===== config.mk =====
export PLATFORM = sky130hd
export DESIGN_NAME = dmac_legacy4
export DESIGN_NICKNAME = d
export VERILOG_FILES = /design/src/rtl/dmac_pkg.sv /design/src/rtl/dmac_chan.sv /design/src/rtl/dmac_arb.sv /design/src/rtl/dmac_regs.sv /design/src/rtl/dmac_legacy4.sv
export SDC_FILE = /design/constraint.sdc
export NUM_CORES = 1
export LEC_CHECK = 0
export ABC_AREA = 1
export BUFFER_PORTS_ARGS = -buffer_cell sky130_fd_sc_hd__buf_4
export CAP_MARGIN = 30
export CORE_UTILIZATION = 68
export CTS_CLUSTER_SIZE = 16
export DETAILED_ROUTE_END_ITERATION = 8
export PLACE_DENSITY = 0.86
export SYNTH_ARGS = -nofsm -noshare
export SYNTH_HDL_FRONTEND = slang
export SYNTH_SLANG_ARGS = --single-unit

===== constraint.sdc =====
create_clock -name clk -period 3.4 [get_ports clk]
set_clock_uncertainty 0.2 [all_clocks]
set_input_delay 0.34 -clock clk [delete_from_list [all_inputs] [get_ports clk]]
set_output_delay 0.34 -clock clk [all_outputs]
set_load 0.01 [all_outputs]

===== src/rtl/dmac_pkg.sv =====
package dmac_pkg;

    localparam int NCH  = 4;              // channels
    localparam int CHW  = $clog2(NCH);    // channel index width
    localparam int DW   = 8;              // host data width
    localparam int RW   = 2 * DW;         // address / count register width
    localparam int PW   = DW;             // page width
    localparam int AW   = RW + PW;        // memory address width
    localparam int OFFW = CHW + 2;        // host offset width

    localparam logic [RW-1:0]       RW_ONE     = RW'(1);
    localparam logic [CHW-1:0]      PAGE_GRP   = CHW'(2);   // offset[3:2] == 2'b10
    localparam logic [OFFW-1:0]     OFF_STAT   = OFFW'(12); // read status / write mask
    localparam logic [OFFW-1:0]     OFF_MODE   = OFFW'(13);
    localparam logic [OFFW-1:0]     OFF_CLRPTR = OFFW'(14);
    localparam logic [OFFW-1:0]     OFF_MCLR   = OFFW'(15);
    localparam int                  MASK_SET_BIT = 2;
    localparam int                  AUTO_BIT     = 4;

    typedef enum logic [1:0] {
        DIR_NONE    = 2'b00,
        DIR_TOMEM   = 2'b01,
        DIR_FROMMEM = 2'b10,
        DIR_BAD     = 2'b11
    } dir_e;

    typedef struct packed {
        dir_e dir;
        logic autoinit;
    } chmode_t;

    typedef struct packed {
        logic addr_lo;
        logic addr_hi;
        logic cnt_lo;
        logic cnt_hi;
    } ldsel_t;

    function automatic logic [AW-1:0] form_addr(
        input logic [PW-1:0] page,
        input logic [RW-1:0] a,
        input logic          word
    );
        if (word) return {page, a[RW-2:0], 1'b0};
        return {page, a};
    endfunction

    function automatic logic [DW-1:0] pick_byte(input logic [RW-1:0] v, input logic hi);
        return hi ? v[RW-1:DW] : v[DW-1:0];
    endfunction

    function automatic logic dir_valid(input dir_e d);
        return (d == DIR_TOMEM) || (d == DIR_FROMMEM);
    endfunction

endpackage


===== src/rtl/dmac_chan.sv =====
module dmac_chan
    import dmac_pkg::*;
(
    input  logic          clk,
    input  logic          rst,
    input  ldsel_t        ld,
    input  logic [DW-1:0] wdata,
    input  logic          step,
    input  logic          autoinit,
    output logic [RW-1:0] cur_addr,
    output logic [RW-1:0] cur_cnt,
    output logic          tc_evt
);
    logic [RW-1:0] base_addr, base_cnt;
    logic [RW-1:0] addr_n, cnt_n, baddr_n, bcnt_n;

    assign tc_evt = step && (cur_cnt == '0);

    always_comb begin
        baddr_n = base_addr;
        bcnt_n  = base_cnt;
        addr_n  = cur_addr;
        cnt_n   = cur_cnt;
        if (step) begin
            if (tc_evt && autoinit) begin
                addr_n = base_addr;
                cnt_n  = base_cnt;
            end else begin
                addr_n = cur_addr + RW_ONE;
                cnt_n  = cur_cnt - RW_ONE;
            end
        end
        // host load of a byte overrides the stepped value of that byte
        if (ld.addr_lo) begin baddr_n[DW-1:0]  = wdata; addr_n[DW-1:0]  = wdata; end
        if (ld.addr_hi) begin baddr_n[RW-1:DW] = wdata; addr_n[RW-1:DW] = wdata; end
        if (ld.cnt_lo)  begin bcnt_n[DW-1:0]   = wdata; cnt_n[DW-1:0]   = wdata; end
        if (ld.cnt_hi)  begin bcnt_n[RW-1:DW]  = wdata; cnt_n[RW-1:DW]  = wdata; end
    end

    always_ff @(posedge clk) begin
        if (rst) begin
            base_addr <= '0;
            base_cnt  <= '0;
            cur_addr  <= '0;
            cur_cnt   <= '0;
        end else begin
            base_addr <= baddr_n;
            base_cnt  <= bcnt_n;
            cur_addr  <= addr_n;
            cur_cnt   <= cnt_n;
        end
    end

endmodule


===== src/rtl/dmac_arb.sv =====
module dmac_arb
    import dmac_pkg::*;
(
    input  logic           clk,
    input  logic           rst,
    input  logic [NCH-1:0] elig,
    output logic [NCH-1:0] grant
);
    logic [NCH-1:0] pick;

    always_comb begin
        logic found;
        found = 1'b0;
        pick  = '0;
        for (int i = 0; i < NCH; i++) begin
            if (elig[i] && !found) begin
                pick[i] = 1'b1;
                found   = 1'b1;
            end
        end
    end

    always_ff @(posedge clk) begin
        if (rst)              grant <= '0;
        else if (grant != '0) grant <= '0;   // idle cycle after every acknowledge
        else                  grant <= pick;
    end

endmodule


===== src/rtl/dmac_regs.sv =====
module dmac_regs
    import dmac_pkg::*;
(
    input  logic                    clk,
    input  logic                    rst,
    input  logic                    cs,
    input  logic                    wr,
    input  logic                    rd,
    input  logic [OFFW-1:0]         offset,
    input  logic [DW-1:0]           wdata,
    input  logic [NCH-1:0][RW-1:0]  cur_addr,
    input  logic [NCH-1:0][RW-1:0]  cur_cnt,
    input  logic [NCH-1:0]          tc_evt,
    output logic [DW-1:0]           rdata,
    output ldsel_t [NCH-1:0]        ld,
    output logic [NCH-1:0]          mask,
    output logic [NCH-1:0]          status,
    output logic [NCH-1:0][PW-1:0]  page,
    output chmode_t [NCH-1:0]       chmode
);
    logic           ptr;
    logic           host_wr, host_rd, is_chan, ch_acc;
    logic [CHW-1:0] sel_ch;
    logic           sel_cnt;
    logic           wr_mask, wr_mode, wr_clrptr, wr_mclr, wr_page, rd_stat;
    logic [NCH-1:0] mask_n, stat_n;
    logic [DW-1:0]  rd_val;

    assign host_wr   = cs && wr;
    assign host_rd   = cs && rd;
    assign is_chan   = !offset[OFFW-1];
    assign sel_ch    = offset[CHW:1];
    assign sel_cnt   = offset[0];
    assign ch_acc    = is_chan && (host_wr || host_rd);
    assign wr_page   = host_wr && (offset[OFFW-1:CHW] == PAGE_GRP);
    assign wr_mask   = host_wr && (offset == OFF_STAT);
    assign wr_mode   = host_wr && (offset == OFF_MODE);
    assign wr_clrptr = host_wr && (offset == OFF_CLRPTR);
    assign wr_mclr   = host_wr && (offset == OFF_MCLR);
    assign rd_stat   = host_rd && (offset == OFF_STAT);

    // byte pointer shared by all address/count registers
    always_ff @(posedge clk) begin
        if (rst)                       ptr <= 1'b0;
        else if (wr_clrptr || wr_mclr) ptr <= 1'b0;
        else if (ch_acc)               ptr <= !ptr;
    end

    always_comb begin
        for (int i = 0; i < NCH; i++) begin
            ld[i] = '0;
            if (host_wr && is_chan && (sel_ch == CHW'(i))) begin
                ld[i].addr_lo = !sel_cnt && !ptr;
                ld[i].addr_hi = !sel_cnt &&  ptr;
                ld[i].cnt_lo  =  sel_cnt && !ptr;
                ld[i].cnt_hi  =  sel_cnt &&  ptr;
            end
        end
    end

    always_comb begin
        mask_n = mask;
        for (int i = 0; i < NCH; i++)
            if (tc_evt[i] && !chmode[i].autoinit) mask_n[i] = 1'b1;
        if (wr_mask) mask_n[wdata[CHW-1:0]] = wdata[MASK_SET_BIT];
        if (wr_mclr) mask_n = '1;
    end

    always_comb begin
        stat_n = status;
        if (rd_stat) stat_n = '0;
        stat_n = stat_n | tc_evt;
        if (wr_mclr) stat_n = '0;
    end

    always_ff @(posedge clk) begin
        if (rst) begin
            mask   <= '1;
            status <= '0;
        end else begin
            mask   <= mask_n;
            status <= stat_n;
        end
    end

    always_ff @(posedge clk) begin
        if (rst) begin
            page   <= '0;
            chmode <= '0;
        end else begin
            if (wr_page) page[offset[CHW-1:0]] <= wdata;
            if (wr_mode) begin
                chmode[wdata[CHW-1:0]].dir      <= dir_e'(wdata[CHW+1:CHW]);
                chmode[wdata[CHW-1:0]].autoinit <= wdata[AUTO_BIT];
            end
        end
    end

    always_comb begin
        rd_val = '0;
        if (is_chan)
            rd_val = pick_byte(sel_cnt ? cur_cnt[sel_ch] : cur_addr[sel_ch], ptr);
        else if (offset[OFFW-1:CHW] == PAGE_GRP)
            rd_val = page[offset[CHW-1:0]];
        else if (offset == OFF_STAT)
            rd_val = {{(DW-NCH){1'b0}}, status};
    end

    always_ff @(posedge clk) begin
        if (rst)          rdata <= '0;
        else if (host_rd) rdata <= rd_val;
    end

endmodule


===== src/rtl/dmac_legacy4.sv =====
module dmac_legacy4
    import dmac_pkg::*;
#(
    parameter bit WORD_ADDR = 1'b0
) (
    input  logic            clk,
    input  logic            rst,
    input  logic            cs,
    input  logic            wr,
    input  logic            rd,
    input  logic [OFFW-1:0] offset,
    input  logic [DW-1:0]   wdata,
    output logic [DW-1:0]   rdata,
    input  logic [NCH-1:0]  dreq,
    output logic [NCH-1:0]  dack,
    output logic [AW-1:0]   mem_addr,
    output logic            mem_wr,
    output logic            mem_rd,
    output logic            term_cnt
);
    logic [NCH-1:0][RW-1:0] cur_addr, cur_cnt;
    logic [NCH-1:0]         tc_evt;
    ldsel_t [NCH-1:0]       ld;
    logic [NCH-1:0]         chan_mask, chan_stat, chan_auto, chan_elig;
    logic [NCH-1:0][PW-1:0] page;
    chmode_t [NCH-1:0]      chmode;

    dmac_regs u_regs (
        .clk      (clk),
        .rst      (rst),
        .cs       (cs),
        .wr       (wr),
        .rd       (rd),
        .offset   (offset),
        .wdata    (wdata),
        .cur_addr (cur_addr),
        .cur_cnt  (cur_cnt),
        .tc_evt   (tc_evt),
        .rdata    (rdata),
        .ld       (ld),
        .mask     (chan_mask),
        .status   (chan_stat),
        .page     (page),
        .chmode   (chmode)
    );

    for (genvar g = 0; g < NCH; g++) begin : g_ch
        dmac_chan u_chan (
            .clk      (clk),
            .rst      (rst),
            .ld       (ld[g]),
            .wdata    (wdata),
            .step     (dack[g]),
            .autoinit (chmode[g].autoinit),
            .cur_addr (cur_addr[g]),
            .cur_cnt  (cur_cnt[g]),
            .tc_evt   (tc_evt[g])
        );
        assign chan_auto[g] = chmode[g].autoinit;
        assign chan_elig[g] = dreq[g] && !chan_mask[g] && dir_valid(chmode[g].dir);
    end

    dmac_arb u_arb (
        .clk   (clk),
        .rst   (rst),
        .elig  (chan_elig),
        .grant (dack)
    );

    always_comb begin
        mem_addr = '0;
        mem_wr   = 1'b0;
        mem_rd   = 1'b0;
        for (int i = 0; i < NCH; i++) begin
            if (dack[i]) begin
                mem_addr = form_addr(page[i], cur_addr[i], WORD_ADDR);
                mem_wr   = (chmode[i].dir == DIR_TOMEM);
                mem_rd   = (chmode[i].dir == DIR_FROMMEM);
            end
        end
    end

    assign term_cnt = |tc_evt;

endmodule


==> impl_metrics.json <==
{
  "dieWidth_um": 172,
  "crit_family": "buffers and inverters",
  "clk_path_buf_depth": 3,
  "path_class": "reg -> out",
  "dieArea_sq_um": 29700,
  "placed_area_sq_um": 20300,
  "route.vias.total": 22700,
  "crit_arrival_ps": 2640,
  "cp_num_buf_inv": 3,
  "path_clk_slew_ps": 60,
  "cts.repair.resized": 0,
  "dieHeight_um": 172,
  "fmax_mhz": 314,
  "p_total_w": 0.00821,
  "synth-async-reset-ratio": 0,
  "grt_overflow": 0,
  "cts_root_buf": "clkbuf_16",
  "via_per_inst": 6.22,
  "cts_sinks": 321,
  "core_sq_um": 28200,
  "htree_levels": 2,
  "hp-class": "in -> reg",
  "cts_made_buffers": 35,
  "min_period_over_period": 0.936,
  "synth.distinct_cells": 35,
  "wl_per_cell_um": 19.6,
  "worstMarginPinSlew_ps": 780,
  "seq_area_frac_synth": 0.326,
  "nets": 3299,
  "num_antenna_cells": 0,
  "first_pass_iters": 9,
  "netlist_instances": 3274,
  "finalSetupViolCount": 0,
  "initial_utilization": 0.700,
  "slew_viol_final": 0,
  "min_period_ps": 3180,
  "design_area_sq_um": 21500,
  "slew_headroom": 0.478,
  "grt_util_all_layers": 0.478,
  "worstPathCellList": "clkinv_1 > nor2_1 > nand2_1 > nor2_1 > buf_4 > nand2_1 > o2111ai_1 > buf_4",
  "fillers": 2278,
  "startpoint_type": "register",
  "grt_max_degree": 149,
  "hpwlAfterDp_mm": 48.3,
  "final_common_cell": "nand2_1",
  "failed_checks": "DRC",
  "max_stage_delay_ps": 450,
  "critical_path_required_ps": 2860,
  "rsz0062_at_grt": "no",
  "route.detailed.drc": 1,
  "power_density_nw_per_um2": 382,
  "synth_area_sq_um": 19700,
  "drive_gt1_frac": 0.0592,
  "cp_max_fo": 22,
  "synth_nets": 3315,
  "clock_latency_ps": 530,
  "detail_route.iter0.violations": 3349,
  "leakage_nw": 9.19,
  "port_buffers": 59,
  "cts_tree": "built",
  "yosys_warnings": 0,
  "gp_congestion": 1.03,
  "grt_pass1_wl_mm": 110,
  "drt-total-wl_mm": 71.8,
  "area.growth.synth_to_final_pct": 8.98,
  "hold_viol": 0,
  "grt_pass1_vias": 20800,
  "slowest_stage": "clkinv_1",
  "boundaryPins": 60,
  "syn_area_per_cell_sq_um": 6.02,
  "endpoint_kind": "primary output",
  "ys_ff_latch": 321,
  "fin_util": 0.763,
  "ant_nets": 0,
  "antenna_found_initial": 0,
  "max_cap_viol_count": 0,
  "rows": 61,
  "mostFrequentLayoutCells": "nand2_1, inv_1, dfxtp_1",
  "yosys_most_used_dff": "dfxtp_1",
  "synth_edf_count": 0,
  "vdd_drop_max_v": 0.000450,
  "setup_tns_ps": 0,
  "timing.hold.ws_ps": 77.4,
  "outcome": "finished with violations"
}
routing by layer:
metal  up-vias  global-route usage  part of all wire
li1      10400                   -                 -
met1     10100               0.575              0.35
met2      1711               0.741              0.43
met3       464               0.119              0.14
met4         0               0.346             0.084
met5         -                   0                 0
state kept, by name, summed over array words and instances (netlist names):
name and count:
u_regs.status 4, u_arb.grant 4, g_ch.u_chan.cur_cnt 64, u_regs.page 32
u_regs.ptr 1, g_ch.u_chan.cur_addr 64, u_regs.mask 4, u_regs.chmode 12
u_regs.rdata 8, g_ch.u_chan.base_addr 64, g_ch.u_chan.base_cnt 64
final timing paths:
kind,from,end,slack [ps],cells after the start
worst max-delay path,u_arb.grant[2],term_cnt,220,8
worst min-delay path,rst,g_ch[1].u_chan.cur_cnt[6],80,2
worst max register to register,u_regs.ptr,g_ch[2].u_chan.cur_addr[12],690,9
worst min register to register,g_ch[2].u_chan.base_cnt[1],g_ch[2].u_chan.base_cnt[1],260,2
synth_stat cells, types with 2 or more instances:
library cell	instances	area [sq um]
clkinv_1	5	18.8
xnor2_1	8	70.1
inv_2	19	71.3
buf_2	32	160
nor2_1	260	976
xor2_1	44	385
buf_4	14	105
nand3_1	261	1310
inv_1	418	1570
nand4_1	67	419
buf_1	9	33.8
clkbuf_1	105	394
nor2_4	9	101
ha_1	20	250
nor2_8	2	40.0
nand2_1	992	3720
o221ai_1	14	123
nand3b_1	19	143
dfxtp_1	321	6430
o21bai_1	9	67.6
nor3_1	5	25.0
nand2_2	5	31.3
nor2_2	7	43.8
o21ai_0	298	1490
a21oi_1	299	1500
o211ai_1	23	173
cells by family after synthesis:
kind of cell / after synthesis / synth area share
compound gates: 646 / 0.171
xor+xnor: 52 / 0.0231
fa+ha+maj: 20 / 0.0127
buf+inv: 602 / 0.119
flops: 321 / 0.326
simple gates: 1633 / 0.348
metrics by stage:
| stage | cells | worst slack (ps) |
|---|---|---|
| floorplan | 3274 | 1420 |
| global placement | 3591 | 745 |
| detailed placement | 3592 | 694 |
| CTS | 3657 | 379 |
| global route | 3657 | 148 |
| finish | 3657 | 218 |
layout make-up:
cell class                 instances  area [sq um]  share of cell area
clock buffer                      54          1050              0.0488
multi-input combinational       2351         10900               0.509
tap                              378           473              0.0220
inverter                         442          1660              0.0772
timing repair buffer             107           870              0.0405
sequential                       321          6430               0.299
clock inverter                     4          72.6             0.00338
worst reg2reg max path, delay by kind of cell (launching register included):
| kind | cells | cell delay [ps] |
|---|---|---|
| simple gates | 3 | 1120 |
| compound gates | 2 | 200 |
| flops | 1 | 470 |
| buf+inv | 4 | 580 |
report_power, final:
part | internal, W | switching [W]
Clock | 0.00227 | 0.00162
Combinational | 0.000123 | 0.000385
Sequential | 0.00379 | 0.0000332
Total | 0.00618 | 0.00204
what timing repair did:
item | CTS | global route
buffers inserted | 0 | 0
endpoints found under the hold margin | 5 | 0
hold buffers | 7 | 0
Note: power is estimated with default switching activity, not from simulation.
